<file path="config.mk">
export PLATFORM = sky130hd
export DESIGN_NAME = scl_timing_gen
export DESIGN_NICKNAME = d
export VERILOG_FILES = /design/src/rtl/scl_timing_pkg.sv /design/src/rtl/scl_cfg_regs.sv /design/src/rtl/scl_phase_len.sv /design/src/rtl/scl_phase_fsm.sv /design/src/rtl/scl_timing_gen.sv
export SDC_FILE = /design/constraint.sdc
export NUM_CORES = 1
export LEC_CHECK = 0
export ABC_AREA = 1
export BUFFER_PORTS_ARGS = -buffer_cell sky130_fd_sc_hd__buf_4
export CORE_UTILIZATION = 55
export DETAILED_ROUTE_END_ITERATION = 6
export PLACE_DENSITY = 0.77
export SETUP_SLACK_MARGIN = 0.02
export SLEW_MARGIN = 20
export SYNTH_ARGS = -nofsm -noshare
export SYNTH_HDL_FRONTEND = slang
export SYNTH_SLANG_ARGS = --single-unit
export TNS_END_PERCENT = 30
</file>
<file path="constraint.sdc">
create_clock -name clk -period 2.25 [get_ports clk]
set_input_delay 0.1125 -clock clk [delete_from_list [all_inputs] [get_ports clk]]
set_output_delay 0.1125 -clock clk [all_outputs]
set_load 0.05 [all_outputs]
</file>
<file path="src/rtl/scl_timing_pkg.sv">
package scl_timing_pkg;
  typedef enum logic [1:0] {
    PH_IDLE = 2'd0,
    PH_LOW  = 2'd1,
    PH_RISE = 2'd2,
    PH_HIGH = 2'd3
  } scl_phase_e;
endpackage

</file>
<file path="src/rtl/scl_cfg_regs.sv">
module scl_cfg_regs #(
  parameter int CCR_W  = 12,
  parameter int RISE_W = 6,
  parameter int MHZ_W  = 6
) (
  input  logic              clk,
  input  logic              rst,
  input  logic              enable,
  input  logic              cfg_we,
  input  logic              cfg_fast,
  input  logic              cfg_duty16,
  input  logic [CCR_W-1:0]  cfg_ccr,
  input  logic [RISE_W-1:0] cfg_rise,
  input  logic [MHZ_W-1:0]  cfg_mhz,
  output logic              fast_q,
  output logic              duty16_q,
  output logic [CCR_W-1:0]  ccr_q,
  output logic [RISE_W-1:0] rise_q,
  output logic [MHZ_W-1:0]  mhz_q
);
  // Writes land only while the generator is stopped.
  always_ff @(posedge clk) begin
    if (rst) begin
      fast_q   <= 1'b0;
      duty16_q <= 1'b0;
      ccr_q    <= '0;
      rise_q   <= '0;
      mhz_q    <= '0;
    end else if (cfg_we && !enable) begin
      fast_q   <= cfg_fast;
      duty16_q <= cfg_duty16;
      ccr_q    <= cfg_ccr;
      rise_q   <= cfg_rise;
      mhz_q    <= cfg_mhz;
    end
  end
endmodule

</file>
<file path="src/rtl/scl_phase_len.sv">
module scl_phase_len #(
  parameter int CCR_W = 12,
  parameter int LEN_W = CCR_W + 4
) (
  input  logic             clk,
  input  logic             rst,
  input  logic             fast,
  input  logic             duty16,
  input  logic [CCR_W-1:0] ccr,
  output logic [LEN_W-1:0] low_len,
  output logic [LEN_W-1:0] high_len
);
  localparam int STD_MIN  = 4;
  localparam int FAST_MIN = 1;

  logic [CCR_W-1:0] c_std, c_fast, c_sel;
  logic [LEN_W-1:0] ce, low_n, high_n;

  always_comb begin
    c_std  = (ccr < CCR_W'(STD_MIN)) ? CCR_W'(STD_MIN) : ccr;
    c_fast = (ccr < CCR_W'(FAST_MIN)) ? CCR_W'(FAST_MIN) : ccr;
    c_sel  = fast ? c_fast : c_std;
    ce     = LEN_W'(c_sel);
    if (!fast) begin            // 1:1
      low_n  = ce;
      high_n = ce;
    end else if (!duty16) begin // 2:1
      low_n  = ce << 1;
      high_n = ce;
    end else begin              // 16:9
      low_n  = ce << 4;
      high_n = (ce << 3) + ce;
    end
  end

  always_ff @(posedge clk) begin
    if (rst) begin
      low_len  <= LEN_W'(STD_MIN);
      high_len <= LEN_W'(STD_MIN);
    end else begin
      low_len  <= low_n;
      high_len <= high_n;
    end
  end
endmodule

</file>
<file path="src/rtl/scl_phase_fsm.sv">
module scl_phase_fsm
  import scl_timing_pkg::*;
#(
  parameter int LEN_W  = 16,
  parameter int RISE_W = 6
) (
  input  logic              clk,
  input  logic              rst,
  input  logic              run,
  input  logic              scl_in,
  input  logic [LEN_W-1:0]  low_len,
  input  logic [LEN_W-1:0]  high_len,
  input  logic [RISE_W-1:0] rise,
  output logic              scl_oe,
  output logic              low_end,
  output logic              high_end,
  output scl_phase_e        phase
);
  localparam logic [LEN_W-1:0] CNT_MAX = '1;

  logic [LEN_W-1:0] cnt;
  logic [LEN_W-1:0] rise_ext;
  logic             rise_done;

  assign rise_ext  = LEN_W'(rise);
  assign rise_done = (cnt >= rise_ext) && scl_in;

  always_ff @(posedge clk) begin
    if (rst || !run) begin
      phase    <= PH_IDLE;
      cnt      <= '0;
      scl_oe   <= 1'b0;
      low_end  <= 1'b0;
      high_end <= 1'b0;
    end else begin
      low_end  <= 1'b0;
      high_end <= 1'b0;
      unique case (phase)
        PH_IDLE: begin
          phase  <= PH_LOW;
          cnt    <= LEN_W'(1);
          scl_oe <= 1'b1;
        end
        PH_LOW: begin
          if (cnt >= low_len) begin
            phase   <= PH_RISE;
            cnt     <= LEN_W'(1);
            scl_oe  <= 1'b0;
            low_end <= 1'b1;
          end else begin
            cnt <= cnt + 1'b1;
          end
        end
        PH_RISE: begin
          if (rise_done) begin
            phase <= PH_HIGH;
            cnt   <= LEN_W'(1);
          end else if (cnt != CNT_MAX) begin
            cnt <= cnt + 1'b1;
          end
        end
        PH_HIGH: begin
          if (cnt >= high_len) begin
            phase    <= PH_LOW;
            cnt      <= LEN_W'(1);
            scl_oe   <= 1'b1;
            high_end <= 1'b1;
          end else begin
            cnt <= cnt + 1'b1;
          end
        end
        default: phase <= PH_IDLE;
      endcase
    end
  end
endmodule

</file>
<file path="src/rtl/scl_timing_gen.sv">
module scl_timing_gen
  import scl_timing_pkg::*;
#(
  parameter int CCR_W  = 12,
  parameter int RISE_W = 6,
  parameter int MHZ_W  = 6
) (
  input  logic              clk,
  input  logic              rst,
  input  logic              enable,
  input  logic              cfg_we,
  input  logic              cfg_fast,
  input  logic              cfg_duty16,
  input  logic [CCR_W-1:0]  cfg_ccr,
  input  logic [RISE_W-1:0] cfg_rise,
  input  logic [MHZ_W-1:0]  cfg_mhz,
  input  logic              scl_in,
  output logic              scl_oe,
  output logic              low_end,
  output logic              high_end
);
  localparam int LEN_W = CCR_W + 4;

  logic              fast_q, duty16_q;
  logic [CCR_W-1:0]  ccr_q;
  logic [RISE_W-1:0] rise_q;
  logic [MHZ_W-1:0]  mhz_q;
  logic [LEN_W-1:0]  low_len, high_len;
  logic              run;
  scl_phase_e        phase;

  scl_cfg_regs #(.CCR_W(CCR_W), .RISE_W(RISE_W), .MHZ_W(MHZ_W)) u_cfg (
    .clk(clk), .rst(rst), .enable(enable), .cfg_we(cfg_we),
    .cfg_fast(cfg_fast), .cfg_duty16(cfg_duty16), .cfg_ccr(cfg_ccr),
    .cfg_rise(cfg_rise), .cfg_mhz(cfg_mhz),
    .fast_q(fast_q), .duty16_q(duty16_q), .ccr_q(ccr_q),
    .rise_q(rise_q), .mhz_q(mhz_q)
  );

  scl_phase_len #(.CCR_W(CCR_W), .LEN_W(LEN_W)) u_len (
    .clk(clk), .rst(rst), .fast(fast_q), .duty16(duty16_q), .ccr(ccr_q),
    .low_len(low_len), .high_len(high_len)
  );

  assign run = enable && (mhz_q != '0);

  scl_phase_fsm #(.LEN_W(LEN_W), .RISE_W(RISE_W)) u_fsm (
    .clk(clk), .rst(rst), .run(run), .scl_in(scl_in),
    .low_len(low_len), .high_len(high_len), .rise(rise_q),
    .scl_oe(scl_oe), .low_end(low_end), .high_end(high_end), .phase(phase)
  );
endmodule

</file>
Word level (Yosys, flattened, before mapping)
Index checks and enable logic that the tools add are counted.
- register bits: 79
- bits of input ports: 31
- logic and storage cells: 70
- add/sub/neg operators: 2
- order comparisons: 5
- equality and inequality tests: 8
- multiplexer cells: 21
- bitwise operators: 4
- reduce and logical (&&, ||, !) cells: 15
- operators with widths (kind ; count):
    $mux W12 ; 6
    $mux W16 ; 4
    $pmux W16 S4 ; 1
    $ge A16 B16 Y1 ; 2
    $add A15 B12 Y16 ; 1
    $add A16 B1 Y16 const B ; 1
    $ge A16 B6 Y1 ; 1
    $ne A16 B16 Y1 const B ; 1
    $mux W13 ; 1
    $lt A12 B1 Y1 const B ; 1
    $lt A12 B3 Y1 const B ; 1
    $pmux W2 S4 ; 1
    $mux W2 ; 3
    $ne A2 B1 Y1 const B ; 3
    $reduce_and A3 Y1 ; 2
    $reduce_bool A6 Y1 ; 1
    $reduce_or A2 Y1 ; 3
    $eq A2 B2 Y1 const B ; 2
    $mux W1 ; 4
    $not A1 Y1 ; 4
    $logic_and A1 B1 Y1 ; 3
    $ne A3 B1 Y1 const B ; 1
    $pmux W1 S3 ; 1
    $reduce_bool A3 Y1 ; 1
    other kinds (5) ; 6

Logic depth before layout (Yosys ltp)
Gate-level depths: netlist of the first run.
- depth after elaboration: 6
- gate-level depth with buffers: 22
- mapped depth without buffers: 22

Cells and area by module
A second synthesis of the first run with hierarchy kept.
- cells, all modules: 763
- area total of the unflattened synthesis: 5230.0 um2
- by module, submodules not included (module ; instances ; cells each ; area an instance (um2) ; seq. area each (um2)):
    scl_phase_fsm ; 1 ; 347 ; 2242.2 ; 420.4
    scl_phase_len ; 1 ; 241 ; 1754.2 ; 640.6
    scl_cfg_regs ; 1 ; 169 ; 1209.9 ; 520.5
    scl_timing_gen ; 1 ; 6 ; 23.8 ; 0.0

Worst setup path before layout of the first run
Ideal clock, no wire load.
- path type: register to register
- start point: register u_cfg.ccr_q[10]
- end point: register u_len.high_len[13]
- arrival: 2.336 ns
- required time: 2.135 ns
- path slack: -0.201 ns
- cell stages (with the launch flop): 23
- path buffers: 0
- cells stage by stage: dfxtp_1 > inv_1 > nand4_1 > nor2_1 > nand2_1 > inv_1 > a21oi_1 > inv_1 > nand2_1 > inv_1 > ha_1 > inv_1 > fa_1 > nor2_1 > o21ai_1 > nand2_1 > a21boi_1 > o21bai_1 > nand2_1 > nand2_1 > nand3_1 > nand2_1 > nor2_1
- cells in the longest elaborated chain, start to end: 4
- RTL lines (what ; RTL line ; RTL):
    from (decl) ; scl_cfg_regs.sv:17 ; output logic [CCR_W-1:0] ccr_q,
    from (signal assigned) ; scl_cfg_regs.sv:32 ; ccr_q <= cfg_ccr;
    $lt A12 B3 Y1 / $lt A12 B1 Y1 (equally long branches) ; scl_phase_len.sv:20, scl_phase_len.sv:21 ;
    $mux W12, on equally long branches ; scl_phase_len.sv:20, scl_phase_len.sv:21 ;
    $mux W12 * ; scl_phase_len.sv:22 ; c_sel = fast ? c_fast : c_std;
    via u_len.c_sel[0] ; scl_phase_len.sv:16 ; logic [CCR_W-1:0] c_std, c_fast, c_sel;
    $add A15 B12 Y16 * ; scl_phase_len.sv:32 ; high_n = (ce << 3) + ce;
    to (signal assigned) ; scl_phase_len.sv:39 ; high_len <= LEN_W'(STD_MIN);
    to (signal assigned) ; scl_phase_len.sv:42 ; high_len <= high_n;
    to (decl) ; scl_phase_len.sv:11 ; output logic [LEN_W-1:0] high_len
The timed path passes the listed nets; every way through them passes the cells marked *.
A chain may end at the register's enable or synchronous reset.

Final worst setup path of the first run
- start point: register u_cfg.ccr_q[8]
- end point: register u_len.high_len[13]
The elaborated chain is that of the path after synthesis.

==> results.json, run 1 <==
{
  "die_area_sq_um": 9160,
  "report.final.slew_viol_count": 0,
  "clock_latency_ps": 340,
  "tns_ps": -1110,
  "finalInstanceArea_sq_um": 6010,
  "firstDrtPassIters": 5,
  "setup_violations": 8,
  "core_sq_um": 8340,
  "outcome": "complete, but fails checks",
  "die_x_um": 95.7,
  "gp_congestion": 0.886,
  "setup.worst_path.end_class": "register",
  "vias": 4836,
  "pwr-share-seq": 0.446,
  "final_common_cell": "inv_1",
  "tightest_slew_ps": 624,
  "io_pins": 34,
  "htree_num_levels": 3,
  "intPower_mw": 2.41,
  "synth_area_sq_um": 4830,
  "postRouteAntennaNets": 0,
  "track_usage": 0.299,
  "drt_wl_total_um": 12700,
  "fmax_mhz": 399,
  "fp.dieH_um": 95.7,
  "nets": 876,
  "clkSinkCount": 79,
  "violations": "setup timing",
  "min_period_ps": 2510,
  "cts_tree": "done",
  "p_comb_frac": 0.203,
  "synth_warnings": 0,
  "drcViolationCount": 0,
  "grt_pass1_vias": 4708,
  "grt_antenna_before_repair": 0,
  "arrival_ps": 2740,
  "worst_slack_ps": -256,
  "placed_cells": 864,
  "post-route-period-util": 1.11,
  "initial_utilization": 0.579,
  "clockBufferDepth": 2,
  "synth_top_area_cell": "dfxtp_1",
  "synth-seq-area-share": 0.328,
  "drive_gt1_frac": 0.219,
  "num-fill-cells": 690,
  "mostFrequentLayoutCells": "inv_1, nand2_1, buf_4, nor2_1, dfxtp_1",
  "clockPowerShare": 0.352,
  "p_switching_mw": 0.937,
  "skew_ps": 7.13,
  "cts-root-buf": "clkbuf_8",
  "ys_types": 37,
  "pwr_density_cell_nw_per_um2": 557,
  "via_per_inst": 5.36,
  "num_antenna_cells": 0,
  "synth.area.top_cells": "dfxtp_1, ha_1, inv_1",
  "wl_per_cell_um": 14.0,
  "hpwl_um": 9060,
  "worstPathRequired_ps": 2490,
  "drtIter0Drc": 297,
  "place_area_sq_um": 5470,
  "portBuffers": 33,
  "syn_nets": 784,
  "synth_area_per_cell_sq_um": 6.89,
  "total_power_mw": 3.35,
  "hold_path.class": "in2reg",
  "relSlewSlack": 0.573,
  "crit_fanout": 3,
  "grt_overflow": 0,
  "clk_pin_slew_ps": 80,
  "finalNonFillerCells": 903,
  "numCtsBuffers": 9,
  "critPathKind": "reg2reg",
  "power.leakage_nw": 2.96,
  "grt_max_degree": 27,
  "yosysTopAreaCellShare": 0.328,
  "cap_violations": 0,
  "rows": 33,
  "netSwitchingFraction": 0.280,
  "rsz0062_at_grt": "yes",
  "report.final.hold_viol_count": 0,
  "ir_drop_mv": 0.346,
  "area_growth_pct": 24.5,
  "netlist_instances": 701,
  "grt_pass1_wl_um": 21000,
  "synth-seq-cells": 79,
  "cp-start-kind": "register"
}
-- cells by family (layout without fill, tap and decap cells) --
kind of cell | count (synthesis) | count (layout) | share of synthesized area
buf+inv | 152 | 249 | 0.122
fa+ha+maj | 52 | 52 | 0.136
simple gates | 275 | 275 | 0.246
xor+xnor | 14 | 14 | 0.0254
flops | 79 | 79 | 0.328
compound gates | 129 | 129 | 0.143
-- final cells by class --
cell class | instances | area (sq um) | share of cell area
Tap cell | 105 | 131 | 0.0219
Clock inverter | 6 | 83.8 | 0.0139
Timing Repair Buffer | 104 | 805 | 0.134
Clock buffer | 10 | 138 | 0.0229
Multi-Input combinational cell | 470 | 2760 | 0.460
Sequential cell | 79 | 1600 | 0.267
Inverter | 129 | 487 | 0.0810
-- path summary, 6_finish.rpt --
kind | from | end | slack (ps) | cells after the start
max | u_cfg.ccr_q[8]$_SDFFE_PP0P_ | u_len.high_len[13]$_SDFF_PP0_ | -260 | 22
max reg2reg | u_cfg.ccr_q[8]$_SDFFE_PP0P_ | u_len.high_len[13]$_SDFF_PP0_ | -260 | 22
min | cfg_ccr[0] | u_cfg.ccr_q[0]$_SDFFE_PP0P_ | 6 | 3
min reg2reg | u_cfg.rise_q[1]$_SDFFE_PP0P_ | u_cfg.rise_q[1]$_SDFFE_PP0P_ | 470 | 2
-- registers in the layout, indices dropped and copies added (netlist names) --
signal / count
u_fsm.low_end: 1
u_cfg.mhz_q: 6
u_cfg.ccr_q: 12
u_fsm.high_end: 1
u_cfg.rise_q: 6
u_cfg.fast_q: 1
u_fsm.cnt: 16
u_fsm.scl_oe: 1
u_len.high_len: 16
u_cfg.duty16_q: 1
u_len.low_len: 16
u_fsm.phase: 2
-- layer usage --
metal / track usage / share of wire
met2: 0.526 / 0.49
met5: 0 / 0
met3: 0.0348 / 0.056
met1: 0.375 / 0.44
met4: 0.107 / 0.014
-- cell usage after synthesis (all sizes together) --
| library cell | n |
|---|---|
| buf | 4 |
| o21bai | 3 |
| a21boi | 1 |
| o21a | 1 |
| nor3b | 1 |
| a2111oi | 1 |
| a21o | 1 |
| nor2 | 98 |
| o22ai | 9 |
| a31oi | 1 |
| or2 | 1 |
| dfxtp | 79 |
| nor3 | 7 |
| nand2 | 111 |
| nand4 | 17 |
| xnor2 | 3 |
| xor2 | 11 |
| a21oi | 56 |
| clkinv | 2 |
| nor4 | 1 |
| o21ai | 54 |
| nand3 | 39 |
| o221ai | 1 |
| inv | 127 |
| ha | 51 |
| clkbuf | 19 |
| fa | 1 |
| a32o | 1 |
-- worst max-delay path: stages, from the launching register on --
cell and delay, ps:
dfxtp_2 330, inv_2 50, nand4_1 110, nor2_1 140, nand2_1 70, inv_2 70
a21oi_2 60, inv_2 70, nand2_2 60, inv_2 70, ha_4 130, inv_2 30
fa_2 340, nor2_2 90, o21ai_1 60, nand2_1 110, a21boi_2 70, o21bai_1 160
nand2_1 100, nand2_2 100, nand3_2 60, nand2_1 60, nor2_1 30
-- power by group through the flow --
stage	Combinational (mW)	Clock, mW	Sequential (mW)
after floorplan	0.355	0	1.52
after global placement	0.553	0	1.52
after detailed placement	0.569	0	1.52
after CTS	0.646	1.19	1.49
after global routing	0.759	1.26	1.50
final	0.678	1.18	1.49
-- per-stage QoR --
stage                     setup WS (ps)  hold WS [ps]   util
after floorplan                   -90.1           247      -
after global placement             -221           333  0.656
after detailed placement           -339           338  0.656
after CTS                          -297          11.3  0.710
after global routing               -474          13.0  0.721
final                              -256          6.31  0.721
-- timing repair --
action                                 in CTS  in global routing
hold buffers                                8                  0
setup endpoints to repair                   9                 30
pin swaps                                  13                 17
resized for setup                          18                 36
endpoints found under the hold margin       8                  0
buffers inserted                           15                  4
Note: power is estimated with default switching activity, not from simulation.
==> run 2: changes to the inputs <==
--- a/config.mk
+++ b/config.mk
@@ -7,9 +7,9 @@
 export LEC_CHECK = 0
 export ABC_AREA = 1
 export BUFFER_PORTS_ARGS = -buffer_cell sky130_fd_sc_hd__buf_4
-export CORE_UTILIZATION = 55
+export CORE_UTILIZATION = 61
 export DETAILED_ROUTE_END_ITERATION = 6
-export PLACE_DENSITY = 0.77
+export PLACE_DENSITY = 0.8
 export SETUP_SLACK_MARGIN = 0.02
 export SLEW_MARGIN = 20
 export SYNTH_ARGS = -nofsm -noshare
==> constraint.sdc (replaced) <==
create_clock -name clk -period 2.4 [get_ports clk]
set_input_delay 0.12 -clock clk [delete_from_list [all_inputs] [get_ports clk]]
set_output_delay 0.12 -clock clk [all_outputs]
set_load 0.05 [all_outputs]
==> results.json, run 2 (synthesized netlist as in run 1, its figures left out) <==
{
  "initial_utilization": 0.628,
  "drt_wl_total_um": 13900,
  "nets": 872,
  "report.final.slew_viol_count": 0,
  "r2r_cells": 22,
  "clockBufferDepth": 2,
  "skew_ps": 19.3,
  "placed_cells": 849,
  "vias": 5065,
  "grt_overflow": 0,
  "rsz0062_at_grt": "yes",
  "grt_antenna_before_repair": 0,
  "total_power_mw": 3.16,
  "cts-root-buf": "clkbuf_8",
  "die_area_sq_um": 8280,
  "area_growth_pct": 24.1,
  "setup_violations": 10,
  "grt_max_degree": 39,
  "rows": 32,
  "relSlewSlack": 0.537,
  "cts_tree": "done",
  "power.leakage_nw": 2.91,
  "clock_latency_ps": 370,
  "slowest_delay_ps": 350,
  "arrival_ps": 3050,
  "setup.worst_path.end_class": "register",
  "grt_pass1_wl_um": 21100,
  "critPathKind": "reg2reg",
  "core_sq_um": 7690,
  "gp_congestion": 0.931,
  "via_per_inst": 5.65,
  "worstHoldPathCells": 3,
  "tightest_slew_ps": 676,
  "violations": "setup timing",
  "portBuffers": 33,
  "whs_ps": 28.0,
  "dpl_worst_slack_ps": -179,
  "report.final.hold_viol_count": 0,
  "ir_drop_mv": 0.441,
  "numCtsBuffers": 9,
  "num-fill-cells": 530,
  "min_period_ps": 2790,
  "worst_slack_ps": -389,
  "drive_gt1_frac": 0.205,
  "post-route-period-util": 1.16,
  "cpLargestDelayFamily": "simple AND/OR/NAND/NOR gates",
  "clkSinkCount": 79,
  "cp-start-kind": "register",
  "mostFrequentLayoutCells": "inv_1, nand2_1, nor2_1, buf_4, dfxtp_1",
  "clk_pin_slew_ps": 100,
  "cp_cell_sequence": "inv_2 -> nand4_1 -> nor2_1 -> nand2_1 -> inv_2 -> a21oi_4 -> inv_2 -> nand2_2 -> inv_2 -> ha_4 -> inv_2 -> fa_2 -> nor2_2 -> o21ai_1 -> nand2_1 -> a21boi_2 -> o21bai_1 -> nand2_1 -> nand2_2 -> nand3_2 -> nand2_1 -> nor2_1",
  "outcome": "complete, but fails checks",
  "hold_path.class": "in2reg",
  "crit_fanout": 3,
  "place_area_sq_um": 5380,
  "worst-path-buf-inv": 5,
  "track_usage": 0.319,
  "io_pins": 34,
  "final_common_cell": "inv_1",
  "worst_path_max_delay_cell": "fa_2",
  "fmax_mhz": 358,
  "drtIter0Drc": 331,
  "fp.dieH_um": 91.0,
  "firstDrtPassIters": 5,
  "worstPathRequired_ps": 2660,
  "cap_violations": 0,
  "htree_num_levels": 3,
  "grt_pass1_vias": 4802,
  "crit_top_cell": "inv_2",
  "postRouteAntennaNets": 0,
  "num_antenna_cells": 0,
  "hpwl_um": 8480,
  "wl_per_cell_um": 15.5,
  "finalNonFillerCells": 896,
  "crit_cells": 22,
  "finalInstanceArea_sq_um": 5990,
  "drcViolationCount": 0,
  "top_regs": "u_fsm.cnt (16), u_len.high_len (16), u_len.low_len (16)",
  "pwr_density_cell_nw_per_um2": 528,
  "die_x_um": 91.0
}
[run 2: cell types whose count changed in the layout (fill, tap and decap cells not counted), moves of 3 or more]
cell,delta
o21ai_0,+5
clkinv_2,-3
inv_6,+3
o21ai_1,-6
clkinvlp_4,+3
buf_4,-5
dfxtp_2,-10
dfxtp_1,+11
[run 2: per-layer routing]
layer	share of wire	vias up	GRT usage
met5	0	-	0
met4	0.055	0	0.164
met3	0.074	76	0.0394
met2	0.48	288	0.574
met1	0.39	2277	0.369
li1	-	2424	-
[run 2: timing repair]
action                     CTS  global route
setup buffers               17             7
hold buffers                 9             0
pin swaps                   12            10
setup endpoints to repair    5            25
hold endpoints to repair     9             0
gates resized for setup     13            32
[run 2: cell type report]
| type | count | area (sq um) | area share |
|---|---|---|---|
| clock buffer | 9 | 124 | 0.0207 |
| clock inverter | 7 | 87.6 | 0.0146 |
| inverter | 129 | 490 | 0.0819 |
| multi-input combinational | 470 | 2800 | 0.467 |
| sequential | 79 | 1590 | 0.265 |
| tap | 102 | 128 | 0.0213 |
| timing repair buffer | 100 | 777 | 0.130 |
[run 2: power breakdown]
group | switching [mW] | internal, mW
clock network | 0.567 | 0.500
logic | 0.399 | 0.295
registers | 0.0316 | 1.37
total | 0.998 | 2.17
[run 2: worst min-delay path, cell delays in order]
cell     delay [ps]
buf_4            80
o21ai_0          70
a21oi_1         100
[run 2: metrics by stage]
stage / TNS [ps] / util
after floorplan: 0 / -
after global placement: -54.0 / 0.699
after detailed placement: -413 / 0.699
after CTS: -615 / 0.758
after global routing: -3590 / 0.779
final: -2510 / 0.779
[run 2: worst paths after layout]
| check | start | endpoint | slack (ps) |
|---|---|---|---|
| hold / removal | cfg_rise[2] | u_cfg.rise_q[2]$_SDFFE_PP0P_ | 30 |
| setup / recovery | u_cfg.ccr_q[8]$_SDFFE_PP0P_ | u_len.high_len[13]$_SDFF_PP0_ | -390 |
| hold reg to reg | u_cfg.rise_q[2]$_SDFFE_PP0P_ | u_cfg.rise_q[2]$_SDFFE_PP0P_ | 470 |
| setup reg to reg | u_cfg.ccr_q[8]$_SDFFE_PP0P_ | u_len.high_len[13]$_SDFF_PP0_ | -390 |
